===== src/rtl/fcd_pkg.sv =====
package fcd_pkg;

  typedef enum logic [3:0] {
    OP_NONE        = 4'd0,
    OP_PROGRAM     = 4'd1,
    OP_BLOCK_ERASE = 4'd2,
    OP_CHIP_ERASE  = 4'd3,
    OP_RESET       = 4'd4,
    OP_SUSPEND     = 4'd5,
    OP_RESUME      = 4'd6,
    OP_SET_PROT    = 4'd7,
    OP_READ_PROT   = 4'd8,
    OP_UNPROTECT   = 4'd9
  } cmdOp_e;

  // offsets compared on bits 13:0
  localparam logic [13:0] OFS_MAIN_A = 14'h1554;
  localparam logic [13:0] OFS_MAIN_B = 14'h2AA8;
  localparam logic [13:0] OFS_PROT_A = 14'h2A54;
  localparam logic [13:0] OFS_PROT_B = 14'h15A8;

  localparam logic [7:0] CODE_KEY1     = 8'hA8;
  localparam logic [7:0] CODE_KEY2     = 8'h54;
  localparam logic [7:0] CODE_PROGRAM  = 8'hA0;
  localparam logic [7:0] CODE_ERASE    = 8'h80;
  localparam logic [7:0] CODE_BLOCK    = 8'h30;
  localparam logic [7:0] CODE_CHIP     = 8'h10;
  localparam logic [7:0] CODE_RESET    = 8'hF0;
  localparam logic [7:0] CODE_SUSPEND  = 8'hB0;
  localparam logic [7:0] CODE_SETPROT  = 8'hC0;
  localparam logic [7:0] CODE_READPROT = 8'h90;
  localparam logic [7:0] CODE_UNPROT   = 8'hC1;

  typedef struct packed {
    logic   issue;
    cmdOp_e op;
    logic   addBlock;
    logic   firstBlock;
    logic   loadTimer;
    logic   tickTimer;
  } ctrlStrobe_t;

endpackage


===== src/rtl/fcd_ctrl.sv =====
module fcd_ctrl
  import fcd_pkg::*;
(
  input  logic        clk,
  input  logic        rstN,
  input  logic        wrEn,
  input  logic [13:0] wrOfs,
  input  logic [7:0]  wrCode,
  input  logic        busy,
  input  logic        timerLast,
  output ctrlStrobe_t strobe,
  output logic        windowOpen
);

  typedef enum logic [3:0] {
    S_IDLE, S_UNL1, S_UNL2, S_PROG, S_ERA1, S_ERA2, S_ERA3,
    S_EWIN, S_PUN1, S_PUN2, S_PSET, S_PTU
  } state_e;

  state_e state, nextState;

  always_ff @(posedge clk or negedge rstN) begin
    if (!rstN) state <= S_IDLE;
    else       state <= nextState;
  end

  assign windowOpen = (state == S_EWIN);

  always_comb begin
    nextState = state;
    strobe    = '0;
    strobe.op = OP_NONE;
    unique case (state)
      S_IDLE: if (wrEn) begin
        if (wrCode == CODE_RESET) begin
          strobe.issue = 1'b1; strobe.op = OP_RESET;
        end else if (wrCode == CODE_SUSPEND) begin
          strobe.issue = 1'b1; strobe.op = OP_SUSPEND;
        end else if (wrCode == CODE_BLOCK) begin
          strobe.issue = 1'b1; strobe.op = OP_RESUME;
        end else if (wrCode == CODE_KEY1 && !busy) begin
          if (wrOfs == OFS_MAIN_A)      nextState = S_UNL1;
          else if (wrOfs == OFS_PROT_A) nextState = S_PUN1;
        end
      end
      S_UNL1: if (wrEn)
        nextState = (wrCode == CODE_KEY2 && wrOfs == OFS_MAIN_B) ? S_UNL2 : S_IDLE;
      S_UNL2: if (wrEn) begin
        nextState = S_IDLE;
        if (wrOfs == OFS_MAIN_A) begin
          if (wrCode == CODE_PROGRAM)    nextState = S_PROG;
          else if (wrCode == CODE_ERASE) nextState = S_ERA1;
          else if (wrCode == CODE_RESET) begin
            strobe.issue = 1'b1; strobe.op = OP_RESET;
          end
        end
      end
      S_PROG: if (wrEn) begin
        nextState = S_IDLE;
        strobe.issue = 1'b1; strobe.op = OP_PROGRAM;
      end
      S_ERA1: if (wrEn)
        nextState = (wrCode == CODE_KEY1 && wrOfs == OFS_MAIN_A) ? S_ERA2 : S_IDLE;
      S_ERA2: if (wrEn)
        nextState = (wrCode == CODE_KEY2 && wrOfs == OFS_MAIN_B) ? S_ERA3 : S_IDLE;
      S_ERA3: if (wrEn) begin
        nextState = S_IDLE;
        if (wrCode == CODE_BLOCK) begin
          nextState         = S_EWIN;
          strobe.addBlock   = 1'b1;
          strobe.firstBlock = 1'b1;
          strobe.loadTimer  = 1'b1;
        end else if (wrCode == CODE_CHIP && wrOfs == OFS_MAIN_A) begin
          strobe.issue = 1'b1; strobe.op = OP_CHIP_ERASE;
        end
      end
      S_EWIN: begin
        if (wrEn) begin
          if (wrCode == CODE_BLOCK) begin
            strobe.addBlock  = 1'b1;
            strobe.loadTimer = 1'b1;
          end else begin
            nextState = S_IDLE;
          end
        end else if (timerLast) begin
          nextState = S_IDLE;
          strobe.issue = 1'b1; strobe.op = OP_BLOCK_ERASE;
        end else begin
          strobe.tickTimer = 1'b1;
        end
      end
      S_PUN1: if (wrEn)
        nextState = (wrCode == CODE_KEY2 && wrOfs == OFS_PROT_B) ? S_PUN2 : S_IDLE;
      S_PUN2: if (wrEn) begin
        nextState = S_IDLE;
        if (wrOfs == OFS_PROT_A) begin
          if (wrCode == CODE_SETPROT)      nextState = S_PSET;
          else if (wrCode == CODE_UNPROT)  nextState = S_PTU;
          else if (wrCode == CODE_READPROT) begin
            strobe.issue = 1'b1; strobe.op = OP_READ_PROT;
          end
        end
      end
      S_PSET: if (wrEn) begin
        nextState = S_IDLE;
        if (wrOfs[1:0] == 2'b10) begin
          strobe.issue = 1'b1; strobe.op = OP_SET_PROT;
        end
      end
      S_PTU: if (wrEn) begin
        nextState = S_IDLE;
        if (wrCode == CODE_RESET) begin
          strobe.issue = 1'b1; strobe.op = OP_UNPROTECT;
        end
      end
      default: nextState = S_IDLE;
    endcase
  end

endmodule


===== src/rtl/fcd_datapath.sv =====
module fcd_datapath
  import fcd_pkg::*;
#(
  parameter int ADDR_W        = 24,
  parameter int DATA_W        = 16,
  parameter int NUM_BLOCKS    = 8,
  parameter int BLOCK_SHIFT   = 15,
  parameter int WINDOW_CYCLES = 4800
) (
  input  logic                  clk,
  input  logic                  rstN,
  input  logic [ADDR_W-1:0]     wrAddr,
  input  logic [DATA_W-1:0]     wrData,
  input  ctrlStrobe_t           strobe,
  output logic                  timerLast,
  output logic                  cmdValid,
  output logic [3:0]            cmdOp,
  output logic [ADDR_W-1:0]     cmdAddr,
  output logic [DATA_W-1:0]     cmdData,
  output logic [NUM_BLOCKS-1:0] eraseMask
);

  localparam int IDX_W = (NUM_BLOCKS > 1) ? $clog2(NUM_BLOCKS) : 1;
  localparam int CNT_W = $clog2(WINDOW_CYCLES + 1);
  localparam logic [CNT_W-1:0] CNT_LOAD = CNT_W'(WINDOW_CYCLES);

  logic [IDX_W-1:0]      blkIdx;
  logic [NUM_BLOCKS-1:0] blkHit;
  logic [NUM_BLOCKS-1:0] accMask;
  logic [CNT_W-1:0]      winCnt;

  assign blkIdx = wrAddr[BLOCK_SHIFT +: IDX_W];

  for (genvar g = 0; g < NUM_BLOCKS; g++) begin : g_hit
    assign blkHit[g] = (blkIdx == IDX_W'(g));
  end

  assign timerLast = (winCnt == CNT_W'(1));

  always_ff @(posedge clk or negedge rstN) begin
    if (!rstN) begin
      winCnt  <= '0;
      accMask <= '0;
    end else begin
      if (strobe.loadTimer)      winCnt <= CNT_LOAD;
      else if (strobe.tickTimer) winCnt <= winCnt - CNT_W'(1);
      if (strobe.addBlock)
        accMask <= (strobe.firstBlock ? '0 : accMask) | blkHit;
    end
  end

  always_ff @(posedge clk or negedge rstN) begin
    if (!rstN) begin
      cmdValid  <= 1'b0;
      cmdOp     <= 4'(OP_NONE);
      cmdAddr   <= '0;
      cmdData   <= '0;
      eraseMask <= '0;
    end else begin
      cmdValid <= strobe.issue;
      if (strobe.issue) begin
        cmdOp   <= 4'(strobe.op);
        cmdAddr <= wrAddr;
        cmdData <= wrData;
        if (strobe.op == OP_BLOCK_ERASE)     eraseMask <= accMask;
        else if (strobe.op == OP_CHIP_ERASE) eraseMask <= '1;
        else                                 eraseMask <= '0;
      end
    end
  end

endmodule


===== src/rtl/flash_cmd_decoder.sv =====
module flash_cmd_decoder
  import fcd_pkg::*;
#(
  parameter int ADDR_W        = 24,
  parameter int DATA_W        = 16,
  parameter int NUM_BLOCKS    = 8,
  parameter int BLOCK_SHIFT   = 15,
  parameter int WINDOW_CYCLES = 4800
) (
  input  logic                  clk,
  input  logic                  rstN,
  input  logic                  wrEn,
  input  logic [ADDR_W-1:0]     wrAddr,
  input  logic [DATA_W-1:0]     wrData,
  input  logic                  busy,
  output logic                  cmdValid,
  output logic [3:0]            cmdOp,
  output logic [ADDR_W-1:0]     cmdAddr,
  output logic [DATA_W-1:0]     cmdData,
  output logic [NUM_BLOCKS-1:0] eraseMask,
  output logic                  windowOpen
);

  ctrlStrobe_t strobe;
  logic        timerLast;

  fcd_ctrl u_ctrl (
    .clk        (clk),
    .rstN       (rstN),
    .wrEn       (wrEn),
    .wrOfs      (wrAddr[13:0]),
    .wrCode     (wrData[7:0]),
    .busy       (busy),
    .timerLast  (timerLast),
    .strobe     (strobe),
    .windowOpen (windowOpen)
  );

  fcd_datapath #(
    .ADDR_W        (ADDR_W),
    .DATA_W        (DATA_W),
    .NUM_BLOCKS    (NUM_BLOCKS),
    .BLOCK_SHIFT   (BLOCK_SHIFT),
    .WINDOW_CYCLES (WINDOW_CYCLES)
  ) u_dp (
    .clk       (clk),
    .rstN      (rstN),
    .wrAddr    (wrAddr),
    .wrData    (wrData),
    .strobe    (strobe),
    .timerLast (timerLast),
    .cmdValid  (cmdValid),
    .cmdOp     (cmdOp),
    .cmdAddr   (cmdAddr),
    .cmdData   (cmdData),
    .eraseMask (eraseMask)
  );

endmodule


===== config.mk =====
export PLATFORM = sky130hd
export DESIGN_NAME = flash_cmd_decoder
export DESIGN_NICKNAME = d
export VERILOG_FILES = /design/src/rtl/fcd_pkg.sv /design/src/rtl/fcd_ctrl.sv /design/src/rtl/fcd_datapath.sv /design/src/rtl/flash_cmd_decoder.sv
export SDC_FILE = /design/constraint.sdc
export NUM_CORES = 1
export LEC_CHECK = 0
export ABC_AREA = 1
export BUFFER_PORTS_ARGS = -buffer_cell sky130_fd_sc_hd__buf_2
export CAP_MARGIN = 5
export CORE_MARGIN = 2
export CORE_UTILIZATION = 58
export DETAILED_ROUTE_END_ITERATION = 12
export GPL_ROUTABILITY_DRIVEN = 0
export HOLD_SLACK_MARGIN = 0.02
export PLACE_DENSITY = 0.87
export SYNTH_ARGS = -nofsm -noshare
export SYNTH_HDL_FRONTEND = slang
export SYNTH_HIERARCHICAL = 1
export SYNTH_SLANG_ARGS = --single-unit

===== constraint.sdc =====
create_clock -name clk -period 6.05 [get_ports clk]
set_clock_uncertainty 0.15 [all_clocks]
set_input_delay 1.21 -clock clk [delete_from_list [all_inputs] [get_ports clk]]
set_output_delay 1.21 -clock clk [all_outputs]
set_load 0.02 [all_outputs]

==> results list, run 1 <==
* Run status: finished, final reports clean
* CP startpoint kind: input pin
* Final-report max-slew violation count: 0
- For this design the total switching power over the nets is 0.313 mW.
- Area grow syn2layout: 18.8%
* Req. time, crit path: 6.19 ns
* Effective utilization at floorplan: 60.2%
- STA puts the critical path data arrival time at 3.69 ns.
* Timing-limited maximum frequency: 281 MHz
- Counting tap cells, the placed design contains a total of 729 instances.
- Of the total power, the share spent switching nets is 26.8%.
* Number of cells in the finished layout apart from fillers: 745
- Synth Instances: 549
* YS warnings: 6
* Worst path slowest cell: sky130_fd_sc_hd__buf_4
* Maximum level of the CTS H-tree: 3
* Synthesized area per cell: 7.45 sq um
- Portion of the post-synthesis area used by sequential elements: 47.7%
* CTS resizes: 0
- On the worst path, the slowest cell contributes a delay of 0.38 ns.
- Latest clock arrival within the worst-skew pair: 0.35 ns
- In the final layout, the share of cells above drive strength 1 is 26.0%.
* Largest buffer count on any clock path: 2
- Traced cell by cell, the critical path runs through buf_2, nor2_2, nand2_2, nor2_1, nand4_1, o21ai_1, nor3_1, nand2_1, buf_4, inv_4, nor2_4, nand3b_4, o21ai_2.
- Summed over all cells, the static leakage comes to 2.80 nW.
- Number of DRC violations after detailed routing: 0
* Largest vdd supply drop: 0.000154 V
* # diodes: 0
* Master cell of the clock root buffer: sky130_fd_sc_hd__clkbuf_8
- The via count of the first global-routing pass is 3651.
- Setup total negative slack on the finished layout was measured at 0 ns.
- Standard cell core area: 0.00679 sq mm
- The number of antenna violations at the first check in global routing was 0.
- The die covers 0.00774 sq mm.
- Internal power comes to 0.853 mW.
* Total global routing overflow: 0
- The final layout contains 690 nets.
* Category of the critical setup timing path: in -> reg
- The routed design has 9240 um of wire.
- Width of the die: 88.0 um
* Die Ht: 88.0 um
- In this run the power density over the cells is 240 mW/mm^2.
- Ratio of final minimum period to clock period: 58.8%
- Global routing consumed, over all layers together, 25.4% of the routing resources.
- Vias per inst: 5.10
* Netlist Area Pre-Place: 0.00409 sq mm
* Global-route wire length before repair: 15500 um
- After the first detailed-routing iteration, the DRC count stood at 252.
- The count of endpoints failing hold in the final timing report is 0.
- Sequential cells burn 49.3% of the power.
- In this run the worst hold path is classified as reg -> reg.
* Maximum number of pins on one net before global-route repair: 79
- Leaving out fill and tap cells, the most frequent cell in the layout is sky130_fd_sc_hd__nand2_1.
- Leading cell types in the layout, fill and taps excluded: 212 x sky130_fd_sc_hd__nand2_1, 96 x sky130_fd_sc_hd__buf_2, 78 x sky130_fd_sc_hd__dfrtp_1
* Setup repair after global routing missed its margin: false
- The filler cells instantiated in the layout total 542.
- Buffers added to address setup during post-CTS repair amount to 0.
- Share of total power in the clock network: 37.1%
- TritonCTS created 9 clock buffers.
- For the worst flop-to-flop path, the logic depth is 12.
- Pre-antenna DRT Iters: 8
- Transition time of the tightest slew-check pin: 0.955 ns
- Total of flip-flops plus latches after synthesis: 78
* Area of the multi-input gates: 0.00186 sq mm
- The count of nets left with antenna violations once routing finished came out at 0.
- Largest cells by area after synthesis: sky130_fd_sc_hd__dfrtp_1 48%, sky130_fd_sc_hd__nand2_1 19%, sky130_fd_sc_hd__nor2_1 6.1%
* Cells on Worst Hold Path: 2
* Number of max-capacitance violations reported: 0
- Post-detail-place hpwl: 6750 um
* Post-CTS clock slew at the launch and capture registers of the worst setup and hold paths: 0.08 ns
- The share of synthesized area in the top cell type comes to 47.7%.
* Worst slew margin relative to its limit: 36.3%
* CP max FO: 55
* # hold bufs at CTS: 0
- TritonCTS sink count: 78
- 98 I/O pins were placed.
* Total number of vias: 3800
- Setup crit end kind: register
- Setup violations remaining at the end of the flow were counted as 0.
- Syn_nets: 595
- Gate power share: 13.6%
- sky130_fd_sc_hd__dfrtp_1 takes more of the synthesized area than any other cell.
- Post-DR wirelength/cell: 12.4 um
* Sequential standard cell area: 0.00195 sq mm
- Input and output buffers added on the ports amount to 97.
* Post-layout minimum cycle time: 3.56 ns
* Site Rows: 30
* Number of library cell types mapped by synthesis: 33
- CTS tree: done
area by class of cell:
class | count | area share (%)
Sequential cell | 78 | 40.2
Multi-Input combinational cell | 401 | 38.2
Timing Repair Buffer | 98 | 10.2
Inverter | 56 | 4.38
Clock buffer | 11 | 2.91
Tap cell | 96 | 2.47
Clock inverter | 5 | 1.70
per-stage QoR:
stage | power [mW] | cell area (sq um) | util, % | setup WS [ns] | hold WS, ns
after global routing | 1.22 | 4860 | 71.5 | 2.21 | 0.343
final | 1.17 | 4860 | 71.5 | 2.49 | 0.321
after global placement | 0.740 | 4640 | 68.3 | 2.32 | 0.298
after floorplan | 0.669 | 4090 | - | 3.12 | 0.301
after CTS | 1.18 | 4860 | 71.5 | 2.52 | 0.323
after detailed placement | 0.744 | 4640 | 68.3 | 2.15 | 0.303
registers in the layout (all words and copies together), names as in the netlist:
signal          count
u_dp/accMask        8
u_dp/cmdValid       1
u_ctrl/state        4
u_dp/eraseMask      8
u_dp/winCnt        13
u_dp/cmdOp          4
u_dp/cmdData       16
u_dp/cmdAddr       24
Yosys cell counts:
cell type and number:
sky130_fd_sc_hd__nor3_4 1, sky130_fd_sc_hd__nand2_1 212, sky130_fd_sc_hd__a21oi_2 1, sky130_fd_sc_hd__ha_1 2, sky130_fd_sc_hd__dfrtp_1 78, sky130_fd_sc_hd__nand2_4 1, sky130_fd_sc_hd__buf_1 1, sky130_fd_sc_hd__buf_4 2
sky130_fd_sc_hd__nand2_2 8, sky130_fd_sc_hd__nor2_4 5, sky130_fd_sc_hd__nand3b_1 1, sky130_fd_sc_hd__a21oi_1 10, sky130_fd_sc_hd__o21ai_2 8, sky130_fd_sc_hd__clkinv_1 1, sky130_fd_sc_hd__nand3b_4 2, sky130_fd_sc_hd__inv_1 41
sky130_fd_sc_hd__nor2_1 67, sky130_fd_sc_hd__or2_4 1, sky130_fd_sc_hd__clkbuf_1 3, sky130_fd_sc_hd__nand3_1 34, sky130_fd_sc_hd__nand4_1 2, sky130_fd_sc_hd__o21ai_1 5, sky130_fd_sc_hd__nand3_4 1, sky130_fd_sc_hd__nor3_1 7
sky130_fd_sc_hd__inv_2 13, sky130_fd_sc_hd__nor2_2 11, sky130_fd_sc_hd__buf_2 8, sky130_fd_sc_hd__inv_4 1, sky130_fd_sc_hd__a21oi_4 1, sky130_fd_sc_hd__o21ai_0 17, sky130_fd_sc_hd__o2111ai_1 1, sky130_fd_sc_hd__nand3_2 2
sky130_fd_sc_hd__o22ai_1 1
worst max-delay path: cells and delay by family:
| kind | cells | cell delay (ns) |
|---|---|---|
| and+or+nand+nor | 8 | 1.26 |
| buffers and inverters | 3 | 0.82 |
| AOI/OAI and AO/OA | 2 | 0.38 |
power groups by stage:
stage	sequential (mW)	clock (mW)	combinational [mW]
after floorplan	0.628	0	0.0408
after global placement	0.583	0	0.156
after detailed placement	0.585	0	0.159
after CTS	0.575	0.442	0.160
after global routing	0.579	0.462	0.176
final	0.575	0.433	0.158
layer usage:
metal	GRT usage (%)	wire length, um	vias up
li1	-	-	1891
met1	32.4	4160	1764
met2	43.0	4480	130
met3	3.96	479	15
met4	10.9	116	0
met5	0	0	-
worst paths after layout:
| check | startpoint | to | slack, ns |
|---|---|---|---|
| worst max-delay path | wrData[1] | u_dp/eraseMask[0] | 2.49 |
| worst min-delay path | u_dp/cmdData[10] | u_dp/cmdData[10] | 0.32 |
| worst max register to register | u_ctrl/state[2] | u_dp/eraseMask[0] | 3.18 |
| worst min register to register | u_dp/cmdData[10] | u_dp/cmdData[10] | 0.32 |
| max in group asynchronous | rstN | u_dp/cmdData[10] | 4.27 |
| min in group asynchronous | rstN | u_dp/cmdAddr[7] | 0.84 |
logic make-up (layout without fill, tap and decap cells):
logic type	count (synthesis)	count (layout)	synth area share, %
DFF	78	78	47.7
buffers and inverters	70	170	6.91
AOI/OAI and AO/OA	44	44	6.61
and+or+nand+nor	355	355	38.2
adders and majority gates	2	2	0.612
No activity file was read; power rests on OpenSTA's default activity.
==> run 2: changes to the inputs <==
- ABC_AREA: 1 -> 0
- CORE_UTILIZATION: 58 -> 48
- PLACE_DENSITY: 0.87 -> 0.78
- clock period: 6.05 -> 3.2 ns (I/O delays scaled with it)
==> results list, run 2 <==
- The flow ran to the end, and the final reports show no timing, DRC or antenna violations.
* Largest cells by area after synthesis: sky130_fd_sc_hd__dfrtp_1 51%, sky130_fd_sc_hd__mux2_2 13%, sky130_fd_sc_hd__nor2_1 2.4%
* Most common library cell in the layout ignoring fill and taps: sky130_fd_sc_hd__buf_2
- The number of remaining DRC errors came to 0 (unchanged).
- The slew at the pin closest to its max-slew limit came to 0.968 ns (+0.0135 ns).
- The net count of the mapped netlist came to 374 (-37%).
- The per-cell routed wire length was 15.7 um (+26%).
- The final wirelength came to 8410 um (-9.0%).
- Walking the worst path, the cells encountered are or4_4, nor4_1, a21oi_1, nand4b_1, buf_4, mux2_2.
- The tightest slew margin relative to the limit was 35.4% (-0.90 points).
* Count of endpoints failing hold in the final timing report: 0 (unchanged)
- Post-detail-place hpwl: 6030 um (-11%)
- Maximum level of the CTS H-tree: 3 (unchanged)
* Number of buffers inserted during clock tree synthesis: 9 (unchanged)
- The initial cell density of the core is 49.4% (-11 points).
- The sequential group share of total power came to 49.1% (-0.2 points).
- Cell total after placement: 521 (-29%)
- The register with the most flip-flops in the final layout is u_dp/cmdAddr.
* Hold slack: 0.282 ns (-0.0391 ns)
* Net count of the finished layout: 476 (-31%)
- The proportion of netlist area held by the largest area contributor came to 51.1% (+3.4 points).
* Maximum number of pins on one net before global-route repair: 79 (unchanged)
- The fraction of final layout cells sized beyond drive strength 1 is 41.9% (+16 points).
- Most frequently used flop master after synthesis: sky130_fd_sc_hd__dfrtp_1
- The cell area after synthesis came to 0.00382 sq mm (-6.7%).
* Category of the critical setup timing path: reg -> reg
- Die area: 0.00868 sq mm (+12%)
- Pre-antenna DRT Iters: 4 (-4)
* # diodes: 0 (unchanged)
* Most frequent cell after synthesis: sky130_fd_sc_hd__dfrtp_1
- Largest registers: u_dp/cmdAddr (24), u_dp/cmdData (16), u_dp/winCnt (13)
- Final design utilization: 59.6% (-12 points)
- Number of library cell types mapped by synthesis: 64 (+94%)
- The detail-routed via count per cell is 5.65 (+11%).
- The number of nets with antenna violations after routing was 0 (unchanged).
- The via count of the routed design came to 3030 (-20%).
* Total global routing overflow: 0 (unchanged)
* Timing-limited maximum frequency: 346 MHz
- Vias in the first global route: 2952 (-19%)
- The number of buffers on the longest clock path is 2 (unchanged).
- Site Rows: 32 (+6.7%)
- The delay contributed by the slowest stage of the critical path was 0.57 ns (+0.19 ns).
* Global-route wire length before repair: 13800 um (-11%)
* Final number of setup-violating endpoints: 0 (unchanged)
- Final-report max-slew violation count: 0 (unchanged)
- Gate power share: 21.6% (+8.0 points)
* Total power per unit cell area: 520 mW/mm^2 (+120%)
* Total of flip-flops plus latches after synthesis: 78 (unchanged)
- The critical path data arrival time is 2.97 ns (-0.72 ns).
* Buffering stage count on the worst path with inverters included: 1 (-2)
- The core outline area came to 0.00773 sq mm (+14%).
* Number of max-capacitance violations reported: 0 (unchanged)
- The pre-CTS setup slack came to 0.0686 ns (-2.08 ns).
- YS warnings: 6 (unchanged)
- TritonCTS built the clock tree.
- Post-CTS clock slew at the launch and capture registers of the worst setup and hold paths: 0.08 ns (about the same)
* Die Ht: 93.2 um (+5.9%)
- Number of post-CTS setup repair buffers: 0 (unchanged)
* Power dissipated by switching net loads: 0.732 mW (+130%)
* Ratio of final minimum period to clock period: 90.3%
- P_int: 1.66 mW (+95%)
- The top fanout value on the critical path is 25 (-55%).
- Cell type contributing the most total cell area after synthesis: sky130_fd_sc_hd__dfrtp_1
- FILL cells: 649 (+20%)
- The final-layout setup total negative slack is 0 ns (unchanged).
* Global routing usage summed across all routing layers: 19.9% (-5.5 points)
- STA classifies the critical path startpoint as a register.
* Number of primary I/O pins: 98 (unchanged)
- Fraction of synthesis flops using an asynchronous set or reset pin: 100% (unchanged)
* Number of violations reported at the end of detailed-routing iteration 0: 195 (-23%)
- The post-route non-filler standard cell count came to 536 (-28%).
- The count of input and output buffers was 97 (unchanged).
* Synth Instances: 328 (-40%)
- Class of the most critical hold timing path: in -> async
- Worst path slowest cell: sky130_fd_sc_hd__or4_4
- Initial antenna violation count: 0 (unchanged)
- Synthesized area per cell: 11.6 sq um (+56%)
- Slack of the critical path: 0.309 ns (-2.18 ns)
* Switching share of power: 30.6% (+3.7 points)
* Setup repair after global routing missed its margin: false
- The fraction of the yosys area taken by sequential cells came to 51.1% (+3.4 points).
* Post-layout minimum cycle time: 2.89 ns
* TritonCTS sink count: 78 (unchanged)
* Largest vdd supply drop: 0.000344 V (+120%)
* Width of the die: 93.2 um (+5.9%)
* Setup crit end kind: register
- Cell leakage power: 2.31 nW (-17%)
- # hold bufs at CTS: 0 (unchanged)
- Share of total power in the clock network: 29.3% (-7.8 points)
* Area grow syn2layout: 20.6%
- Max FFs per register: 24 (unchanged)
- The clock latency on the worst-skew pair came to 0.35 ns (about the same).
* Leading cell types in the layout, fill and taps excluded: 96 x sky130_fd_sc_hd__buf_2, 78 x sky130_fd_sc_hd__dfrtp_1, 43 x sky130_fd_sc_hd__mux2_2
- The number of flops mapped to enable cells by yosys was 0 (unchanged).
* Req. time, crit path: 3.27 ns (-2.92 ns)
* CTS resizes: 0 (unchanged)
- Top cells by count, synth: 78 x sky130_fd_sc_hd__dfrtp_1, 43 x sky130_fd_sc_hd__mux2_2, 24 x sky130_fd_sc_hd__nor2_1
- Master cell of the clock root buffer: sky130_fd_sc_hd__clkbuf_8
- Family with the most delay on the worst path: simple AND/OR/NAND/NOR gates
==> run 2: cells by family after synthesis <==
logic type      share of synthesized area, %
compound gates                          7.97
xor+xnor                                2.52
fa+ha+maj                              0.656
buf+inv                                 3.67
flops                                   51.1
mux                                     13.6
simple gates                            20.4
==> run 2: power by group through the flow <==
stage	Combinational, mW	Clock [mW]	Sequential, mW
CTS	0.521	0.720	1.18
floorplan	0.207	0	1.30
finish	0.517	0.701	1.18
global route	0.559	0.759	1.19
detailed placement	0.521	0	1.19
global placement	0.512	0	1.19
==> run 2: area by class of cell <==
type | instances | area, sq um | area share, %
clock buffers | 11 | 131 | 2.85
clock inverters | 4 | 48.8 | 1.06
inverters | 19 | 71.3 | 1.55
multi-input cells | 217 | 1720 | 37.5
flip-flops and latches | 78 | 1950 | 42.4
well taps | 102 | 128 | 2.77
repair buffers | 105 | 548 | 11.9
==> run 2: worst paths after layout <==
path / start / end / slack, ns / depth (start not counted)
min in group clk: u_dp/accMask[5] / u_dp/accMask[5] / 0.34 / 2
min reg2reg: u_dp/accMask[5] / u_dp/accMask[5] / 0.34 / 2
max reg2reg: u_dp/winCnt[6] / u_dp/cmdAddr[3] / 0.31 / 6
max: u_dp/winCnt[6] / u_dp/cmdAddr[3] / 0.31 / 6
max in group asynchronous: rstN / u_dp/winCnt[2] / 1.97 / 1
min: rstN / u_dp/winCnt[10] / 0.28 / 1
==> run 2: through the flow <==
| step | total power, mW | area, sq um |
|---|---|---|
| 4_1_cts | 2.42 | 4600 |
| 5_1_grt | 2.51 | 4600 |
| 2_1_floorplan | 1.51 | 3820 |
| 3_5_place_dp | 1.71 | 4420 |
| 3_3_place_gp | 1.70 | 4420 |
| 6_report | 2.39 | 4600 |
==> run 2: worst register-to-register path, delay by kind of cell, from the launching register on <==
family	cells	cell delay (ns)
AND/OR/NAND/NOR	3	1.27
flip-flops	1	0.44
multiplexers	1	0.39
buffers and inverters	1	0.36
AO/OA/AOI/OAI	1	0.18
==> run 2: layer usage <==
layer / vias to the layer above / GRT usage [%] / wire length, um
met5: - / 0 / 0
met4: 0 / 7.23 / 153
met3: 18 / 3.71 / 614
met2: 127 / 32.4 / 3980
met1: 1486 / 26.6 / 3650
li1: 1399 / - / -
==> run 3: changes to the inputs <==
- CORE_ASPECT_RATIO: not set -> 0.7
- CORE_UTILIZATION: 48 -> 30
- PLACE_DENSITY: 0.78 -> 0.54
==> results list, run 3 (synthesized netlist as in run 2, its figures left out) <==
- Area grow syn2layout: 28.3%
- The total track usage came to 14.4% (-5.5 points).
* CP startpoint kind: input pin
* Most common library cell in the layout ignoring fill and taps: sky130_fd_sc_hd__buf_2
- Leading cell types in the layout, fill and taps excluded: 96 x sky130_fd_sc_hd__buf_2, 78 x sky130_fd_sc_hd__dfrtp_1, 43 x sky130_fd_sc_hd__mux2_2
- The area after detailed placement came to 0.00459 sq mm (+3.8%).
- The static power due to leakage was 2.42 nW (+4.6%).
- The pin count of the biggest net entering global routing came to 79 (unchanged).
* Setup repair after global routing missed its margin: false
* Die Ht: 98.4 um (+5.6%)
* Final ANT Viol Nets: 0 (unchanged)
* Wirelength, routed: 9490 um (+13%)
* CP max FO: 8 (-68%)
- The first-iteration detailed-routing DRC count was 320 (+64%).
* Post-layout total power: 2.74 mW (+15%)
- The number of remaining DRC errors was 0 (unchanged).
- Pre-antenna DRT Iters: 4 (unchanged)
- The post-route cell area was 0.00489 sq mm (+6.3%).
- Timing-limited maximum frequency: 350 MHz (+1.2%)
- Master cell of the clock root buffer: sky130_fd_sc_hd__clkbuf_16
* CTS resizes: 0 (unchanged)
* Total number of vias: 3047 (+0.56%)
- Vias per inst: 5.01 (-11%)
- Total power per unit cell area: 560 mW/mm^2 (+7.8%)
- Site Rows: 34 (+6.3%)
* Post-layout minimum cycle time: 2.86 ns (-0.0340 ns)
* Largest stage delay, worst path: 0.46 ns (-0.11 ns)
* Final TNS setup: 0 ns (unchanged)
* Ratio of final minimum period to clock period: 89.3% (-1.1 points)
- Worst path slowest cell: sky130_fd_sc_hd__or3_1
- Number of primary I/O pins: 98 (unchanged)
- Maximum level of the CTS H-tree: 3 (unchanged)
- Slack of the critical path: 0.343 ns (+0.0340 ns)
- The initial cell density of the core came to 30.7% (-19 points).
- Grouping stages by cell kind, the critical path spends the most delay in simple AND/OR/NAND/NOR gates.
- The number of antenna violations at the first check in global routing came to 0 (unchanged).
- The max-slew violation count is 0 (unchanged).
- The count of endpoints failing hold in the final timing report came to 0 (unchanged).
- The register with the most flip-flops in the final layout is u_dp/cmdAddr.
- The per-cell routed wire length was 15.6 um (-0.53%).
- The required time at the endpoint of the critical path is 3.29 ns (+0.02 ns).
* Class of the most critical hold timing path: in -> async
- CP Cell Sequence: buf_2, nor4bb_1, buf_4, nand4b_1, or3_1, o31ai_2, nand4b_1, nand2_1, or3_1, o22ai_1
* Max FFs per register: 24 (unchanged)
- The tightest slew margin relative to the limit came to 33.3% (-2.2 points).
- Transition time of the tightest slew-check pin: 1.00 ns (+0.0326 ns)
- Run status: finished, final reports clean
* Category of the critical setup timing path: in -> reg
* Largest registers: u_dp/cmdAddr (24), u_dp/cmdData (16), u_dp/winCnt (13)
- WP data arrival: 2.95 ns (-0.02 ns)
* Vias in the first global route: 3067 (+3.9%)
- TritonCTS built the clock tree.
- Buffering stage count on the worst path with inverters included: 2 (+1)
* Standard cell core area: 0.0124 sq mm (+61%)
- The final cell utilization of the core was 39.4% (-20 points).
- Count of buffers from port buffering: 97 (unchanged)
- The number of nets in the layout is 487 (+2.3%).
- Pre-CTS setup slack: 0.00540 ns (-0.0632 ns)
- Post-CTS clock slew at the launch and capture registers of the worst setup and hold paths: 0.06 ns (-0.02 ns)
- The number of failing setup endpoints in the final timing report came to 0 (unchanged).
* # diodes: 0 (unchanged)
- The HPWL reported at the end of detailed placement is 6940 um (+15%).
- The fraction of final layout cells sized beyond drive strength 1 came to 43.7% (+1.8 points).
- The number of clock sinks is 78 (unchanged).
- Largest buffer count on any clock path: 2 (unchanged)
- The clock latency on the worst-skew pair was 0.33 ns (-0.02 ns).
* Largest vdd supply drop: 0.000251 V (-27%)
- The global-route wire length before repair is 15800 um (+15%).
- Die area: 0.0137 sq mm (+57%)
- Number of max-capacitance violations reported: 0 (unchanged)
* Setup crit end kind: register
- The CTS buffer count is 9 (unchanged).
* Number of post-CTS setup repair buffers: 0 (unchanged)
- The sum of overflow across all layers after global routing was 0 (unchanged).
* # hold bufs at CTS: 0 (unchanged)
- Width of the die: 139 um (+49%)
==> run 3: cell types whose count changed in the layout (fill, tap and decap cells not counted), sizes merged <==
cell      change
buf          +11
clkinvlp      +2
clkinv        -1
==> run 3: worst reg2reg max path, cell delays in order, from the launching register on <==
cell and delay [ns]:
sky130_fd_sc_hd__dfrtp_1 0.42, sky130_fd_sc_hd__or4_4 0.57, sky130_fd_sc_hd__nor4_1 0.33, sky130_fd_sc_hd__buf_4 0.18
sky130_fd_sc_hd__a21oi_1 0.08, sky130_fd_sc_hd__nand4b_1 0.20, sky130_fd_sc_hd__nand2_1 0.09, sky130_fd_sc_hd__or3_1 0.46
sky130_fd_sc_hd__o22ai_1 0.20
==> run 3: final timing paths <==
check                                      from                end  slack (ns)  depth (start not counted)
worst max-delay path                  wrAddr[8]  u_dp/eraseMask[6]        0.34                         10
worst min-delay path                       rstN   u_dp/cmdAddr[15]        0.31                          1
min in group clk                u_dp/accMask[3]    u_dp/accMask[3]        0.33                          2
max in group asynchronous                  rstN    u_ctrl/state[1]        1.92                          1
worst max register to register   u_dp/winCnt[6]  u_dp/eraseMask[6]        0.43                          8
worst min register to register  u_dp/accMask[3]    u_dp/accMask[3]        0.33                          2
==> run 3: area by class of cell <==
type	instances	area [sq um]
clock buffers	11	243
clock inverters	5	58.8
fillers	1246	7530
inverters	19	71.3
multi-input cells	217	1720
flip-flops and latches	78	1950
well taps	162	203
repair buffers	116	643
==> run 3: metal layers <==
layer	part of all wire, %	up-vias	global-route usage (%)
li1	-	1420	-
met1	49	1516	20.3
met2	42	100	20.3
met3	7.9	11	5.15
met4	1.2	0	4.82
met5	0	-	0
==> run 3: where the power goes <==
part,switching [mW],total (mW),internal [mW]
combinational,0.338,0.557,0.220
clock,0.403,1.03,0.625
sequential,0.0577,1.16,1.10
==> run 3: through the flow <==
| stage | cells | hold WS (ns) |
|---|---|---|
| 3_3_place_gp | 592 | 0.324 |
| 3_5_place_dp | 592 | 0.319 |
| 4_1_cts | 608 | 0.334 |
| 2_1_floorplan | 328 | 0.194 |
| 6_report | 608 | 0.310 |
| 5_1_grt | 608 | 0.366 |
